File: src/rtl/pfb_pkg.sv
package pfb_pkg;
   // Decision taken by the controller for the pending fetch in one cycle
   typedef enum logic [1:0] {
      ACT_IDLE    = 2'd0,   // nothing or waiting on memory
      ACT_SERVE   = 2'd1,   // answer the fetch from the head line(s)
      ACT_ADVANCE = 2'd2,   // drop the head line, fetch sits in the next one
      ACT_RESTART = 2'd3    // empty the buffer and restart at the fetch's line
   } pfb_act_e;
endpackage

File: src/rtl/pfb_opt_reg.sv
module pfb_opt_reg #(
   parameter int OPT_W = 16
) (
   input  logic             clk,
   input  logic             rst_n,
   input  logic             we,
   input  logic [OPT_W-1:0] wdata,
   output logic [OPT_W-1:0] rdata,
   output logic             enable,
   output logic             clear
);
   logic en_q;
   logic unused_hi;

   always_ff @(posedge clk or negedge rst_n) begin
      if (!rst_n)  en_q <= 1'b0;
      else if (we) en_q <= wdata[0];
   end

   assign unused_hi = ^wdata[OPT_W-1:1];
   assign enable    = en_q;
   assign clear     = we && !wdata[0] && en_q;
   assign rdata     = {{(OPT_W-1){1'b0}}, en_q};
endmodule

File: src/rtl/pfb_line_store.sv
module pfb_line_store #(
   parameter int LINE_W = 64,
   parameter int DEPTH  = 2,
   parameter int IDX_W  = 1
) (
   input  logic              clk,
   input  logic              rst_n,
   input  logic              pop,
   input  logic              wr_en,
   input  logic [IDX_W-1:0]  wr_idx,
   input  logic [LINE_W-1:0] wr_data,
   output logic [LINE_W-1:0] head0,
   output logic [LINE_W-1:0] head1
);
   logic [DEPTH*LINE_W-1:0] flat;

   for (genvar i = 0; i < DEPTH; i++) begin : g_ent
      logic [LINE_W-1:0] ent;
      logic [LINE_W-1:0] shift_in;
      if (i == DEPTH-1) begin : g_last
         assign shift_in = ent;
      end else begin : g_mid
         assign shift_in = flat[(i+1)*LINE_W +: LINE_W];
      end
      always_ff @(posedge clk or negedge rst_n) begin
         if (!rst_n)                               ent <= '0;
         else if (wr_en && wr_idx == IDX_W'(i))    ent <= wr_data;
         else if (pop)                             ent <= shift_in;
      end
      assign flat[i*LINE_W +: LINE_W] = ent;
   end

   assign head0 = flat[0 +: LINE_W];
   assign head1 = flat[LINE_W +: LINE_W];
endmodule

File: src/rtl/pfb_unit_pick.sv
module pfb_unit_pick #(
   parameter int LINE_W = 64,
   parameter int UNIT_W = 16,
   parameter int OFS_W  = 2
) (
   input  logic [LINE_W-1:0]   head0,
   input  logic [LINE_W-1:0]   head1,
   input  logic [OFS_W-1:0]    ofs,
   input  logic                is32,
   output logic [2*UNIT_W-1:0] rdata
);
   logic [UNIT_W-1:0] lo, hi;
   logic [OFS_W-1:0]  nxt;

   assign nxt = ofs + OFS_W'(1);
   assign lo  = head0[int'(ofs)*UNIT_W +: UNIT_W];
   assign hi  = (&ofs) ? head1[UNIT_W-1:0] : head0[int'(nxt)*UNIT_W +: UNIT_W];
   assign rdata = is32 ? {hi, lo} : {{UNIT_W{1'b0}}, lo};
endmodule

File: src/rtl/pfb_ctrl.sv
module pfb_ctrl
   import pfb_pkg::*;
#(
   parameter int ADDR_W = 22,
   parameter int OFS_W  = 2,
   parameter int DEPTH  = 2,
   parameter int CNT_W  = 2,
   parameter int IDX_W  = 1
) (
   input  logic                    clk,
   input  logic                    rst_n,
   input  logic                    enable,
   input  logic                    clear,
   input  logic                    cpu_req,
   input  logic [ADDR_W-1:0]       cpu_addr,
   input  logic                    cpu_is32,
   input  logic                    cpu_code,
   input  logic                    mem_ready,
   output logic                    mem_req,
   output logic [ADDR_W-OFS_W-1:0] mem_line,
   output logic                    serve,
   output logic                    pop,
   output logic                    wr_en,
   output logic [IDX_W-1:0]        wr_idx
);
   localparam int LA_W = ADDR_W - OFS_W;
   localparam logic [OFS_W-1:0] OFS_PEN = OFS_W'((1 << OFS_W) - 2);

   logic [LA_W-1:0]  base_q, base_d, line_q, line_d, req_line, diff;
   logic [CNT_W-1:0] cnt_q, cnt_d, cnt_pop, need, window;
   logic             infl_q, infl_d, stale_q, stale_d, dir_q, dir_d;
   logic [OFS_W-1:0] req_ofs;
   logic             straddle, ends_line, direct, ret, flush, issue, en_now;
   pfb_act_e         act;

   assign req_line  = cpu_addr[ADDR_W-1:OFS_W];
   assign req_ofs   = cpu_addr[OFS_W-1:0];
   assign straddle  = cpu_is32 && (&req_ofs);
   assign ends_line = (&req_ofs) || (cpu_is32 && req_ofs == OFS_PEN);
   assign need      = straddle ? CNT_W'(2) : CNT_W'(1);
   assign diff      = req_line - base_q;
   assign window    = cnt_q + CNT_W'(infl_q && !stale_q);
   assign ret       = infl_q && mem_ready;
   assign direct    = dir_q || !enable || !cpu_code;
   assign en_now    = enable && !clear;

   // decision for the pending fetch
   always_comb begin
      act   = ACT_IDLE;
      dir_d = dir_q;
      if (cpu_req) begin
         if (direct) begin
            if (!dir_q) begin
               act   = ACT_RESTART;
               dir_d = 1'b1;
            end else if (cnt_q >= need) begin
               act   = ACT_SERVE;
               dir_d = 1'b0;
            end
         end else if (cnt_q != '0 && diff == '0) begin
            if (cnt_q >= need) act = ACT_SERVE;
         end else if (diff < LA_W'(cnt_q)) begin
            act = ACT_ADVANCE;
         end else if (!(diff < LA_W'(window))) begin
            act = ACT_RESTART;
         end
      end
   end

   // buffer bookkeeping
   always_comb begin
      serve   = (act == ACT_SERVE);
      flush   = (act == ACT_RESTART) || clear || (serve && dir_q);
      pop     = !flush && ((act == ACT_ADVANCE) || (serve && ends_line));
      if (act == ACT_RESTART) base_d = req_line;
      else if (pop)           base_d = base_q + LA_W'(1);
      else                    base_d = base_q;
      cnt_pop = cnt_q - CNT_W'(pop);
      wr_en   = ret && !stale_q && !flush;
      wr_idx  = IDX_W'(cnt_pop);
      cnt_d   = flush ? '0 : cnt_pop + CNT_W'(wr_en);
      issue   = !infl_q && (dir_d ? (cpu_req && cnt_d < need)
                                  : (en_now && cnt_d < CNT_W'(DEPTH)));
      line_d  = issue ? base_d + LA_W'(cnt_d) : line_q;
      infl_d  = (infl_q && !ret) || issue;
      if (ret)                  stale_d = 1'b0;
      else if (flush && infl_q) stale_d = 1'b1;
      else                      stale_d = stale_q;
   end

   always_ff @(posedge clk or negedge rst_n) begin
      if (!rst_n) begin
         base_q  <= '0;
         line_q  <= '0;
         cnt_q   <= '0;
         infl_q  <= 1'b0;
         stale_q <= 1'b0;
         dir_q   <= 1'b0;
      end else begin
         base_q  <= base_d;
         line_q  <= line_d;
         cnt_q   <= cnt_d;
         infl_q  <= infl_d;
         stale_q <= stale_d;
         dir_q   <= dir_d;
      end
   end

   assign mem_req  = infl_q;
   assign mem_line = line_q;
endmodule

File: src/rtl/code_prefetch_buf.sv
module code_prefetch_buf #(
   parameter int ADDR_W = 22,
   parameter int UNIT_W = 16,
   parameter int LINE_W = 64,
   parameter int DEPTH  = 2,
   parameter int OPT_W  = 16
) (
   input  logic                                     clk,
   input  logic                                     rst_n,
   input  logic                                     opt_we,
   input  logic [OPT_W-1:0]                         opt_wdata,
   output logic [OPT_W-1:0]                         opt_rdata,
   input  logic                                     cpu_req,
   input  logic [ADDR_W-1:0]                        cpu_addr,
   input  logic                                     cpu_is32,
   input  logic                                     cpu_code,
   output logic                                     cpu_ready,
   output logic [2*UNIT_W-1:0]                      cpu_rdata,
   output logic                                     mem_req,
   output logic [ADDR_W-$clog2(LINE_W/UNIT_W)-1:0]  mem_line,
   input  logic [LINE_W-1:0]                        mem_rdata,
   input  logic                                     mem_ready
);
   localparam int UNITS = LINE_W / UNIT_W;
   localparam int OFS_W = $clog2(UNITS);
   localparam int LA_W  = ADDR_W - OFS_W;
   localparam int CNT_W = $clog2(DEPTH + 1);
   localparam int IDX_W = $clog2(DEPTH);

   // elaboration-time parameter checks
   if (LINE_W % UNIT_W != 0 || (1 << OFS_W) != UNITS || UNITS < 2) begin : g_bad_line
      $error("line width must hold a power-of-two count of at least two units");
   end
   if (DEPTH < 2) begin : g_bad_depth
      $error("buffer depth must be at least two lines");
   end
   if (LA_W <= CNT_W) begin : g_bad_addr
      $error("address too narrow for the buffer depth");
   end
   if (OPT_W < 2) begin : g_bad_opt
      $error("option register needs at least two bits");
   end

   logic              enable, clear, pop, wr_en;
   logic [IDX_W-1:0]  wr_idx;
   logic [LINE_W-1:0] head0, head1;

   pfb_opt_reg #(.OPT_W(OPT_W)) u_opt (
      .clk(clk), .rst_n(rst_n), .we(opt_we), .wdata(opt_wdata),
      .rdata(opt_rdata), .enable(enable), .clear(clear)
   );

   pfb_ctrl #(
      .ADDR_W(ADDR_W), .OFS_W(OFS_W), .DEPTH(DEPTH), .CNT_W(CNT_W), .IDX_W(IDX_W)
   ) u_ctrl (
      .clk(clk), .rst_n(rst_n), .enable(enable), .clear(clear),
      .cpu_req(cpu_req), .cpu_addr(cpu_addr), .cpu_is32(cpu_is32), .cpu_code(cpu_code),
      .mem_ready(mem_ready), .mem_req(mem_req), .mem_line(mem_line),
      .serve(cpu_ready), .pop(pop), .wr_en(wr_en), .wr_idx(wr_idx)
   );

   pfb_line_store #(.LINE_W(LINE_W), .DEPTH(DEPTH), .IDX_W(IDX_W)) u_store (
      .clk(clk), .rst_n(rst_n), .pop(pop), .wr_en(wr_en), .wr_idx(wr_idx),
      .wr_data(mem_rdata), .head0(head0), .head1(head1)
   );

   pfb_unit_pick #(.LINE_W(LINE_W), .UNIT_W(UNIT_W), .OFS_W(OFS_W)) u_pick (
      .head0(head0), .head1(head1), .ofs(cpu_addr[OFS_W-1:0]),
      .is32(cpu_is32), .rdata(cpu_rdata)
   );
endmodule

File: config.mk
export PLATFORM = sky130hd
export DESIGN_NAME = code_prefetch_buf
export DESIGN_NICKNAME = d
export VERILOG_FILES = /design/src/rtl/pfb_pkg.sv /design/src/rtl/pfb_opt_reg.sv /design/src/rtl/pfb_line_store.sv /design/src/rtl/pfb_unit_pick.sv /design/src/rtl/pfb_ctrl.sv /design/src/rtl/code_prefetch_buf.sv
export SDC_FILE = /design/constraint.sdc
export NUM_CORES = 1
export LEC_CHECK = 0
export CAP_MARGIN = 5
export CORE_ASPECT_RATIO = 0.5
export CORE_MARGIN = 2
export CORE_UTILIZATION = 44
export DETAILED_ROUTE_END_ITERATION = 12
export DONT_BUFFER_PORTS = 1
export GPL_ROUTABILITY_DRIVEN = 0
export GPL_TIMING_DRIVEN = 0
export PLACE_DENSITY = 0.69
export REMOVE_ABC_BUFFERS = 1
export SLEW_MARGIN = 20
export SYNTH_ARGS = -nofsm -noshare
export SYNTH_HDL_FRONTEND = slang
export SYNTH_SLANG_ARGS = --single-unit
File: constraint.sdc
create_clock -name clk -period 10.7 [get_ports clk]
set_clock_uncertainty 0.05 [all_clocks]
set_input_delay 0.535 -clock clk [delete_from_list [all_inputs] [get_ports clk]]
set_output_delay 0.535 -clock clk [all_outputs]
set_load 0.01 [all_outputs]
==> flow_summary.yaml <==
outcome:
  status: "finished, final reports clean"
global_route:
  antenna_found_initial: 0
  grt_pass1_vias: 7880
  grt_max_degree: 175
  overflow: 0
  grt_pass1_wl_um: 42300
  track_usage: 0.209
timing:
  hold_viol: 0
  whs_ns: 0.110
  slew_headroom: 0.257
  min_period_over_period: 0.663
  slew_violations: 0
  rsz0062_at_grt: "false"
  fmax_mhz: 141
  setup_violations: 0
  tightest_slew_ns: 1.11
  period_needed_ns: 7.09
critical_path:
  cp_max_fo: 37
  slowest_stage: "nor4_1"
  r2r_start: "u_ctrl.base_q[1]$_DFF_PN0_"
  rrSetupSlack_ns: 3.61
  timing.rr.end: "u_ctrl.mem_line[17]$_DFFE_PN0P_"
  cp-end-kind: "register"
  crit_path_start_kind: "register"
  reg2regPathDepth: 24
  slowest_delay_ns: 0.61
  criticalPathCategory: "reg2reg"
  path_cells: "inv_1, ha_1, nor2b_1, o2111ai_1, a211oi_2, or3_1, a2111o_1, nor4_1, nand3_1, o211ai_4, inv_6, ha_1, inv_1, ha_4, xnor2_1, xnor2_1, a21o_1, inv_1, nor2_1, a31oi_1, and4_1, nand3_1, or4_1, a31oi_1"
  crit_required_ns: 10.99
  crit_top_cell: "inv_1"
  arrival_ns: 7.38
  crit_buf_inv: 4
  crit_family: "simple AND/OR/NAND/NOR gates"
synth:
  syn-instance-count: 1037
  syn_area_sq_um: 10800
  async_reset_ff_frac: 1.00
  ys_ff_latch: 174
  avgSynthCellArea_sq_um: 10.4
  synth-edff-count: 0
  yosys.cell_types.count: 78
  synth_flop_cell: "dfrtp_1"
  ys_seq_area_frac: 0.404
  yosysWarnings: 0
drt:
  wl_per_cell_um: 20.0
  vias: 7947
  drt_iter0_drc: 583
  drt_wl_total_um: 26500
  ant_nets: 0
  dr.pass1.iters: 5
  route.detailed.drc: 0
  vias_per_cell: 5.99
final_layout:
  syn2layout_area_growth_pct: 7.51
  nNetsFinal: 1141
  most-common-layout-cells: "dfrtp_1, nand2_1, o21ai_0"
  layout_commonest_cell: "dfrtp_1"
  antenna_cells: 0
  drive_gt1_frac: 0.170
  fillers: 2140
  register_area_sq_um: 4350
  fin_util: 0.482
  multi_input_area_sq_um: 5970
clock_tree:
  cts_tree: "done"
  htree_num_levels: 4
  numCtsBuffers: 17
  post_cts_resized: 0
  clk_pin_slew_ns: 0.07
  cts_buffer_depth: 2
  clock-sinks: 174
  clockRootBuffer: "clkbuf_16"
  clkLatencyLatePin_ns: 0.42
pwr:
  p_per_area_nw_per_um2: 288
  p_leak_nw: 4.71
  ir_drop_uv: 143
floorplan:
  start_util: 0.449
  core_area_sq_um: 24000
  die_y_um: 115
  pin_count: 179
  die_w_um: 225
  row_count: 40
  die_area_sq_um: 25800
min_path:
  hp-class: "in2async"
placement:
  dp_hpwl_um: 18600
  io_buffers: 0
job:
  cap_violations: 0
==> worst max-delay path by stage <==
stage	startpoint	end	cells past startpoint
6_report	u_ctrl.base_q[1]$_DFF_PN0_	u_ctrl.mem_line[17]$_DFFE_PN0P_	24
3_5_place_dp	cpu_addr[0]	u_ctrl.mem_line[17]$_DFFE_PN0P_	25
2_1_floorplan	cpu_addr[6]	u_ctrl.mem_line[0]$_DFFE_PN0P_	19
3_3_place_gp	cpu_addr[0]	u_ctrl.mem_line[1]$_DFFE_PN0P_	21
5_1_grt	u_ctrl.base_q[1]$_DFF_PN0_	u_ctrl.mem_line[15]$_DFFE_PN0P_	24
4_1_cts	u_ctrl.base_q[1]$_DFF_PN0_	u_ctrl.mem_line[17]$_DFFE_PN0P_	24
==> flip-flops by register name (all words and copies together), names as in the netlist <==
signal	count
u_ctrl.mem_line	20
u_store.head1	64
u_opt.enable	1
u_ctrl.stale_q	1
u_ctrl.dir_q	1
u_ctrl.cnt_q	2
u_ctrl.mem_req	1
u_ctrl.base_q	20
u_store.head0	64
==> area by class of cell <==
type / count / share of cell area
Multi-Input combinational cell: 756 / 0.515
Timing Repair Buffer: 6 / 0.0102
Clock inverter: 9 / 0.00961
Clock buffer: 22 / 0.0409
Inverter: 44 / 0.0147
Tap cell: 315 / 0.0340
Sequential cell: 174 / 0.376
==> cell families (layout without fill, tap and decap cells) <==
group | Yosys count | in the layout | synth area share
AND/OR/NAND/NOR | 272 | 272 | 0.126
AO/OA/AOI/OAI | 221 | 221 | 0.139
multiplexers | 185 | 185 | 0.217
flip-flops | 174 | 174 | 0.404
buffers and inverters | 121 | 81 | 0.0504
adder cells (fa/ha/maj) | 33 | 33 | 0.0390
XOR/XNOR | 30 | 30 | 0.0244
other | 1 | 15 | 0.000348
==> metal layers <==
metal / routed length [um] / global-route usage
met5: 0 / 0
met4: 688 / 0.0759
met3: 1150 / 0.0372
met2: 13400 / 0.364
met1: 11300 / 0.262
==> per-stage QoR <==
step	TNS, ns	total power, mW	cell area (sq um)	instances	setup WS, ns
finish	0	3.34	11600	1326	3.61
global placement	-24.22	2.63	10800	1289	-1.47
CTS	0	3.35	11600	1326	3.64
detailed placement	0	2.71	11000	1294	3.45
global route	0	3.59	11600	1326	3.21
floorplan	0	2.34	10500	974	1.53
==> repair_timing <==
item	CTS	global route
buffers inserted	0	0
endpoints found under the hold margin	174	0
hold buffers	1	0
==> synth_stat cells (all sizes together) (8+ instances only) <==
cell,n,area (sq um)
dfrtp,174,4350
nand2,101,382
o21ai,89,453
mux2i,84,841
mux2,69,777
nor2,46,173
inv,44,165
clkbuf,43,161
a21oi,36,184
buf,34,216
ha,32,400
mux4,32,721
nand3,22,110
xnor2,22,193
nand4,21,131
a31oi,18,161
nor2b,18,113
a21o,14,115
and3,13,81.3
nor3,12,60.1
xor2,8,70.1
==> power by group <==
part           internal, mW  switching (mW)  total (mW)  leakage (nW)
Combinational         0.683           0.829        1.51          2.29
Clock                 0.361           0.253       0.615         0.270
Sequential            0.966           0.250        1.22          2.15
Note: power is estimated with default switching activity, not from simulation.
